<file path="config.mk">
export PLATFORM = sky130hd
export DESIGN_NAME = pend_id_encoder
export DESIGN_NICKNAME = d
export VERILOG_FILES = /design/src/rtl/pie_pkg.sv /design/src/rtl/lsb_pick.sv /design/src/rtl/shortcut_remap.sv /design/src/rtl/pend_id_encoder.sv
export SDC_FILE = /design/constraint.sdc
export NUM_CORES = 1
export LEC_CHECK = 0
export CORE_MARGIN = 4
export CORE_UTILIZATION = 30
export DETAILED_ROUTE_END_ITERATION = 8
export GPL_ROUTABILITY_DRIVEN = 0
export PLACE_DENSITY = 0.66
export SLEW_MARGIN = 20
export SYNTH_ARGS = -nofsm -noshare
export SYNTH_HDL_FRONTEND = slang
export SYNTH_SLANG_ARGS = --single-unit
</file>
<file path="constraint.sdc">
create_clock -name clk -period 0.9 [get_ports clk]
set_input_delay 0.18 -clock clk [delete_from_list [all_inputs] [get_ports clk]]
set_output_delay 0.18 -clock clk [all_outputs]
set_load 0.01 [all_outputs]
</file>
<file path="src/rtl/pie_pkg.sv">
package pie_pkg;
  localparam int WORD_W   = 32;
  localparam int IDX_W    = 5;
  localparam int BANK_W   = 2;
  localparam int ID_W     = BANK_W + IDX_W;
  localparam int BASIC_N  = 8;
  localparam int CASC1_B  = 8;
  localparam int CASC2_B  = 9;
  localparam int SC_LO    = 10;
  localparam int SC1_N    = 5;
  localparam int SC2_N    = 6;
  localparam int SC_N     = SC1_N + SC2_N;
  localparam int NBANKS   = 2;

  typedef logic [IDX_W-1:0] idx_t;

  typedef enum logic [BANK_W-1:0] {
    BANK_BASIC = 2'd0,
    BANK_ONE   = 2'd1,
    BANK_TWO   = 2'd2
  } bank_e;

  // true source numbers behind each shortcut position, bank 1 list then bank 2 list
  localparam idx_t SC_MAP [SC_N] = '{
    5'd7, 5'd9, 5'd10, 5'd18, 5'd19,
    5'd21, 5'd22, 5'd23, 5'd24, 5'd25, 5'd30
  };

  localparam logic [WORD_W-1:0] VALID_MASK =
    WORD_W'((64'd1 << (SC_LO + SC_N)) - 64'd1);
endpackage

</file>
<file path="src/rtl/lsb_pick.sv">
module lsb_pick #(
  parameter int W  = 8,
  parameter int PW = (W > 1) ? $clog2(W) : 1
) (
  input  logic [W-1:0]  vec_i,
  output logic          hit_o,
  output logic [PW-1:0] pos_o
);
  always_comb begin
    pos_o = '0;
    for (int i = W - 1; i >= 0; i--) begin
      if (vec_i[i]) pos_o = PW'(i);
    end
    hit_o = |vec_i;
  end
endmodule

</file>
<file path="src/rtl/shortcut_remap.sv">
module shortcut_remap
  import pie_pkg::*;
#(
  parameter int P1W = 3,
  parameter int P2W = 3
) (
  input  logic [P1W-1:0] pos1_i,
  input  logic [P2W-1:0] pos2_i,
  output idx_t           src1_o,
  output idx_t           src2_o
);
  int sel1;
  int sel2;

  always_comb begin
    sel1 = int'(pos1_i);
    sel2 = SC1_N + int'(pos2_i);
    src1_o = (sel1 < SC1_N) ? SC_MAP[sel1] : '0;
    src2_o = (sel2 < SC_N)  ? SC_MAP[sel2] : '0;
  end
endmodule

</file>
<file path="src/rtl/pend_id_encoder.sv">
module pend_id_encoder
  import pie_pkg::*;
(
  input  logic              clk,
  input  logic              rst_n,
  input  logic [WORD_W-1:0] summary_i,
  input  logic [WORD_W-1:0] bank1_i,
  input  logic [WORD_W-1:0] bank2_i,
  output logic              id_valid_o,
  output logic [ID_W-1:0]   id_o,
  output logic              cascade_err_o
);
  localparam int BPW = $clog2(BASIC_N);
  localparam int S1W = $clog2(SC1_N);
  localparam int S2W = $clog2(SC2_N);

  logic [WORD_W-1:0] masked;
  logic              none_pend;

  logic           basic_hit, sc1_hit, sc2_hit;
  logic [BPW-1:0] basic_pos;
  logic [S1W-1:0] sc1_pos;
  logic [S2W-1:0] sc2_pos;
  idx_t           sc1_src, sc2_src;

  logic [WORD_W-1:0] bank_word [NBANKS];
  logic              bank_hit  [NBANKS];
  idx_t              bank_pos  [NBANKS];

  logic            nxt_valid, nxt_err;
  bank_e           nxt_bank;
  idx_t            nxt_idx;
  logic [ID_W-1:0] nxt_id;
  logic            upd_en;

  assign masked    = summary_i & VALID_MASK;
  assign none_pend = (masked == '0);
  assign upd_en    = 1'b1;

  lsb_pick #(.W(BASIC_N), .PW(BPW)) u_basic (
    .vec_i(masked[BASIC_N-1:0]), .hit_o(basic_hit), .pos_o(basic_pos));
  lsb_pick #(.W(SC1_N), .PW(S1W)) u_sc1 (
    .vec_i(masked[SC_LO+SC1_N-1:SC_LO]), .hit_o(sc1_hit), .pos_o(sc1_pos));
  lsb_pick #(.W(SC2_N), .PW(S2W)) u_sc2 (
    .vec_i(masked[SC_LO+SC_N-1:SC_LO+SC1_N]), .hit_o(sc2_hit), .pos_o(sc2_pos));

  shortcut_remap #(.P1W(S1W), .P2W(S2W)) u_remap (
    .pos1_i(sc1_pos), .pos2_i(sc2_pos), .src1_o(sc1_src), .src2_o(sc2_src));

  assign bank_word[0] = bank1_i;
  assign bank_word[1] = bank2_i;

  for (genvar b = 0; b < NBANKS; b++) begin : g_bank
    lsb_pick #(.W(WORD_W), .PW(IDX_W)) u_bank (
      .vec_i(bank_word[b]), .hit_o(bank_hit[b]), .pos_o(bank_pos[b]));
  end

  // next-state: group priority basic > shortcut1 > shortcut2 > cascade1 > cascade2
  always_comb begin
    nxt_valid = 1'b0;
    nxt_err   = 1'b0;
    nxt_bank  = BANK_BASIC;
    nxt_idx   = '0;
    if (none_pend) begin
      nxt_valid = 1'b0;
    end else if (basic_hit) begin
      nxt_valid = 1'b1;
      nxt_idx   = idx_t'(basic_pos);
    end else if (sc1_hit) begin
      nxt_valid = 1'b1;
      nxt_bank  = BANK_ONE;
      nxt_idx   = sc1_src;
    end else if (sc2_hit) begin
      nxt_valid = 1'b1;
      nxt_bank  = BANK_TWO;
      nxt_idx   = sc2_src;
    end else if (masked[CASC1_B]) begin
      nxt_bank  = BANK_ONE;
      nxt_valid = bank_hit[0];
      nxt_err   = !bank_hit[0];
      nxt_idx   = bank_pos[0];
    end else if (masked[CASC2_B]) begin
      nxt_bank  = BANK_TWO;
      nxt_valid = bank_hit[1];
      nxt_err   = !bank_hit[1];
      nxt_idx   = bank_pos[1];
    end
    nxt_id = {nxt_bank, nxt_idx};
  end

  always_ff @(posedge clk or negedge rst_n) begin
    if (!rst_n) begin
      id_valid_o    <= 1'b0;
      cascade_err_o <= 1'b0;
      id_o          <= '0;
    end else if (upd_en) begin
      id_valid_o    <= nxt_valid;
      cascade_err_o <= nxt_err;
      id_o          <= nxt_id;
    end
  end
endmodule

</file>
After elaboration in Yosys (flattened, before gate mapping)
Memories as Yosys holds them, arrays and structs flattened.
Index checks and enable logic that the tools add are counted.
{"block": "word_totals", "rom_bits": 160, "wordCells": 133, "ff_bits": 9, "memories": 2, "out_inout_bits": 9}
{"name": "(no name shown)", "depth": 16, "width": 5, "read_ports": 1, "rd_clocked_by_memory_dff": 0, "write_ports": 0, "line": "shortcut_remap.sv:18", "source": "src1_o = (sel1 < SC1_N) ? SC_MAP[sel1] : '0;"}
{"name": "(no name shown)", "depth": 16, "width": 5, "read_ports": 1, "rd_clocked_by_memory_dff": 0, "write_ports": 0, "line": "shortcut_remap.sv:19", "source": "src2_o = (sel2 < SC_N) ? SC_MAP[sel2] : '0;"}
{"block": "op_classes", "n_mux": 113, "reduce_logical": 8, "addsub": 1, "n_lt_le_gt_ge": 4, "bitwise": 2}
{"cell": "5-bit two-way mux", "n": 76}
{"cell": "32-bit by 5-bit >= comparator with 1-bit output (second input constant)", "n": 2}
{"cell": "32-bit OR reduction", "n": 2}
{"cell": "3-bit two-way mux", "n": 19}
{"cell": "32-bit zero test", "n": 1}
{"cell": "32-bit by 5-bit less-than comparator with 1-bit output (second input constant)", "n": 1}
{"cell": "3-bit inverter with 32-bit output", "n": 1}
{"cell": "32-bit inverter", "n": 1}
{"cell": "1-bit two-way mux", "n": 12}
{"cell": "2-bit two-way mux", "n": 6}
{"cell": "8-bit OR reduction", "n": 1}
{"cell": "6-bit OR reduction", "n": 1}
{"cell": "5-bit OR reduction", "n": 1}
{"cell": "3-bit by 3-bit adder with 4-bit output (first input constant)", "n": 1}
{"cell": "3-bit less-than comparator (second input constant)", "n": 1}
{"cell": "1-bit zero test", "n": 2}

Logic depth before layout (Yosys ltp)
{"block": "depth", "depth_word": 38, "ltp_mapped": 10}

Modules after synthesis
Synthesis repeated with hierarchy kept, for this count alone.
{"block": "unflattened", "cells_unflattened": 265, "hier_area_um2": 1819.2}
{"mod": "lsb_pick at g_bank[0].u_bank ...", "seq_area_each_um2": 0.0, "area_each_um2": 385.4, "cells_each": 65, "n_inst": 2}
{"mod": "pend_id_encoder", "seq_area_each_um2": 225.2, "area_each_um2": 555.5, "cells_each": 64, "n_inst": 1}
{"mod": "shortcut_remap", "seq_area_each_um2": 0.0, "area_each_um2": 310.3, "cells_each": 40, "n_inst": 1}
{"mod": "lsb_pick at u_basic", "seq_area_each_um2": 0.0, "area_each_um2": 81.3, "cells_each": 13, "n_inst": 1}
{"mod": "lsb_pick at u_sc2", "seq_area_each_um2": 0.0, "area_each_um2": 52.6, "cells_each": 10, "n_inst": 1}
{"mod": "lsb_pick at u_sc1", "seq_area_each_um2": 0.0, "area_each_um2": 48.8, "cells_each": 8, "n_inst": 1}

Worst setup path before layout
Ideal clock, no wire load.
{"block": "synth_timing", "path_kind": "input to register", "start": "in summary_i[18]", "end": "reg id_o[0]", "stages": 10, "slack_ns": -1.301, "arrival_time_ns": 2.119, "cell_sequence": "buf_6 nor2_1 a221oi_1 ha_1 and2_2 a21oi_1 nor3b_1 a2111oi_0 or4_1 a31oi_1"}
{"block": "synth_between", "elab_chain_cells": 14}
{"element": "start: declaration", "line": "pend_id_encoder.sv:6", "source": "input logic [WORD_W-1:0] summary_i,"}
{"element": "branches (longest 13 deep; another with 32-bit by 5-bit less-than comparator with 1-bit output)"}
{"element": "5-bit two-way mux (*)", "line": "pend_id_encoder.sv:64", "source": "if (none_pend) begin"}
{"element": "named net nxt_idx[0]", "line": "pend_id_encoder.sv:32", "source": "idx_t nxt_idx;"}
{"element": "end signal: assignment", "line": "pend_id_encoder.sv:99", "source": "id_o <= nxt_id;"}
{"element": "end: declaration", "line": "pend_id_encoder.sv:10", "source": "output logic [ID_W-1:0] id_o,"}
Mark *: on every way through the listed nets, which the timed path passes. The select of a mux whose other input is x is not followed.

Worst setup path in the final report
{"block": "layout_timing", "start": "in summary_i[13]", "end": "reg id_o[0]"}
{"block": "layout_between", "elab_chain_cells": 12}
{"element": "3-bit two-way mux (4 in series)", "line": "lsb_pick.sv:12", "source": "if (vec_i[i]) pos_o = PW'(i);"}
{"element": "3-bit inverter with 32-bit output (implied by the code)", "line": "shortcut_remap.sv:18"}
{"element": "memory read 16 x 5 bit"}
{"element": "5-bit two-way mux (implied by the code) (2 in series)", "line": "shortcut_remap.sv:18"}
{"element": "5-bit two-way mux", "line": "shortcut_remap.sv:18"}
{"element": "5-bit two-way mux", "line": "pend_id_encoder.sv:69", "source": "end else if (sc1_hit) begin"}
{"element": "5-bit two-way mux", "line": "pend_id_encoder.sv:66", "source": "end else if (basic_hit) begin"}
{"element": "5-bit two-way mux (*)", "line": "pend_id_encoder.sv:64"}
{"element": "named net nxt_idx[0]", "line": "pend_id_encoder.sv:32"}
The timed path passes the listed nets; every way through them passes the cells marked *. The select of a mux whose other input is x is not followed.

==> impl_metrics.py <==
metrics = {
    "status": {
        "status": "finished, violations left",
        "violations": "setup timing",
    },
    "timing": {
        "finalCritPeriodShare_pct": 212.7,
        "min_period_ns": 1.915,
        "slew_violations": 0,
        "fmax_ghz": 0.5223,
        "whs_ns": 0.2685,
        "tightest_slew_ns": 0.4496,
        "rsz0062_at_grt": "yes",
        "slew_headroom_pct": 69.25,
        "setup_violations": 18,
        "finalHoldViolCount": 0,
        "fin_ws_ns": -1.015,
        "finalSetupTns_ns": -6.864,
    },
    "detailed_routing": {
        "drt_pass1_iterations": 4,
        "num_vias": 2934,
        "vias_per_cell": 5.443,
        "wl_um": 8680,
        "ant_nets": 0,
        "drc": 0,
        "avgRoutedWirePerCell_um": 16.10,
        "drt_iter0_drc": 161,
    },
    "final_layout": {
        "post-route-cell-area_um2": 4220,
        "fin_util_pct": 80.08,
        "fin_nets": 577,
        "syn_to_final_growth_pct": 151.3,
        "diodes": 0,
        "final_layout_size_suffix_gt1_share_pct": 50.75,
    },
    "pwr": {
        "peakVddDrop_mv": 0.3580,
        "power_density_nw_per_um2": 549.6,
        "leakagePower_nw": 1.903,
    },
    "grt": {
        "antenna_found_initial": 0,
        "grt_start_max_net_pins": 10,
        "grt_usage_pct": 21.17,
        "grt_overflow_total": 0,
        "grt_pass1_vias": 2835,
        "grt_pass1_wl_um": 12580,
    },
    "yosys": {
        "ys_warn_count": 0,
        "yosysMostFrequentCell": "nor2_1",
        "syn_area_per_cell_um2": 6.716,
        "syn_nets": 357,
        "ys.flop_type": "dfrtp_1",
        "async_reset_ff_share_pct": 100.0,
        "yosysTopAreaCell": "dfrtp_1",
        "yosysTopAreaCellShare_pct": 13.41,
        "synthTopCellsByArea": "dfrtp_1 13%, nor2_1 8.5%, o21ai_0 6.9%",
        "ys_seq_area_share_pct": 13.41,
        "synth_cell_types": 44,
        "synthTopCellsByCount": "38 x nor2_1, 23 x o21ai_0, 21 x a21oi_1",
        "ys_ff_latch": 9,
        "synth-edff-count": 0,
        "netlist_area_um2": 1679,
        "synthCells": 250,
    },
    "die": {
        "core_area_um2": 5270,
        "die-area_um2": 6858,
        "fp-row-count": 26,
        "ios": 107,
        "die_y_um": 82.82,
        "die_x_um": 82.82,
        "initial_core_util_pct": 31.86,
    },
    "critical_path": {
        "cp-start-kind": "input pin",
        "worstPathArrival_ns": 2.07,
        "endpoint_kind": "register",
        "path_class": "in2reg",
        "path_max_fanout": 3,
        "cp.required_ns": 1.05,
    },
    "job": {
        "cap_viol_max_count": 0,
    },
    "clock_tree": {
        "htreeDepth": 1,
        "path_clk_slew_ns": 0.05,
        "root_buffer": "clkbuf_8",
        "clockBufferDepth": 2,
        "cts_sinks": 9,
        "cts_tree": "built",
        "cts_buffers": 3,
    },
    "placement": {
        "port_buffers": 95,
        "hpwl_um": 6094,
        "place_area_um2": 3627,
    },
    "min_path": {
        "hold_path.class": "in2async",
    },
}
[registers in the layout (all words and copies together), names as in the netlist]
signal and cells:
id_o 7, cascade_err_o 1, id_valid_o 1
[report_power, final]
part | internal (W) | switching, W
sequential | 0.000412 | 0.00000365
clock | 0.000304 | 0.000189
combinational | 0.000793 | 0.000618
[what timing repair did]
item                       in CTS  in global routing
gates resized for setup       195                 66
hold buffers                    0                  0
setup endpoints to repair      18                 18
pin swaps                      47                 29
cloned                          0                  0
hold endpoints to repair        0                  0
setup buffers                  15                  6
[layout make-up]
type / instances / area, µm²
inverters: 20 / 75.07
flip-flops and latches: 9 / 225.2
fillers: 354 / 1050
repair buffers: 217 / 1851
well taps: 70 / 87.58
clock buffers: 3 / 41.29
clock inverters: 1 / 5.005
multi-input cells: 219 / 1936
[layer usage]
metal  global-route usage (%)  share of wire (%)  vias to the layer above
met5                        0                  0                        -
met4                    4.160                2.6                        0
met3                    2.970                5.2                       26
met2                    41.47                 54                      106
met1                    24.01                 38                     1393
li1                         -                  -                     1409
[critical path: stages]
cell	delay [ns]
buf_2	0.12
nor2b_4	0.16
o21bai_4	0.08
ha_2	0.18
o41a_1	0.40
a21oi_1	0.17
nor3_1	0.07
or4_1	0.53
a31oi_2	0.18
[cell usage in the layout (no fill, tap or decap), types with 4 or more instances in the layout]
cell and instances:
nand2_1 7, dlygate4sd2_1 24, nand2_2 5, dlymetal6s2s_1 14, dfrtp_1 9, nor2_1 27
clkdlybuf4s50_1 27, inv_1 18, nor2_4 6, clkdlybuf4s15_1 5, buf_6 17, o21a_1 5
nor2_2 5, o21ai_0 14, buf_4 111, nor2b_1 5, nand2b_1 4, nor4_4 5
buf_2 14, a21oi_1 17, o21ai_1 6, nor4_2 4, nor4_1 5, nor3_1 12
or4_4 8
[final timing paths]
check | start | end | slack, ns | depth (start not counted)
worst min-delay path | rst_n | id_valid_o$_DFF_PN0_ | 0.27 | 2
worst max-delay path | summary_i[13] | id_o[0]$_DFF_PN0_ | -1.01 | 9
max in group asynchronous | rst_n | id_o[0]$_DFF_PN0_ | 0.52 | 2
min in group clk | summary_i[19] | id_valid_o$_DFF_PN0_ | 0.44 | 6
[logic make-up after synthesis]
kind of cell | after synthesis | synth area share, %
XOR/XNOR | 2 | 1.043
adder cells (fa/ha/maj) | 9 | 6.707
AND/OR/NAND/NOR | 118 | 37.93
flip-flops | 9 | 13.41
buffers and inverters | 22 | 5.365
AO/OA/AOI/OAI | 90 | 35.55
[stage by stage]
stage               cells  power (W)  setup WS [ns]
floorplan             250  0.0007641         -1.021
finish                539   0.002320         -1.015
detailed placement    517   0.001649         -1.583
global placement      517   0.001626         -1.535
CTS                   535   0.002207         -1.039
global route          539   0.002431         -1.114
No activity file was read; power rests on OpenSTA's default activity.
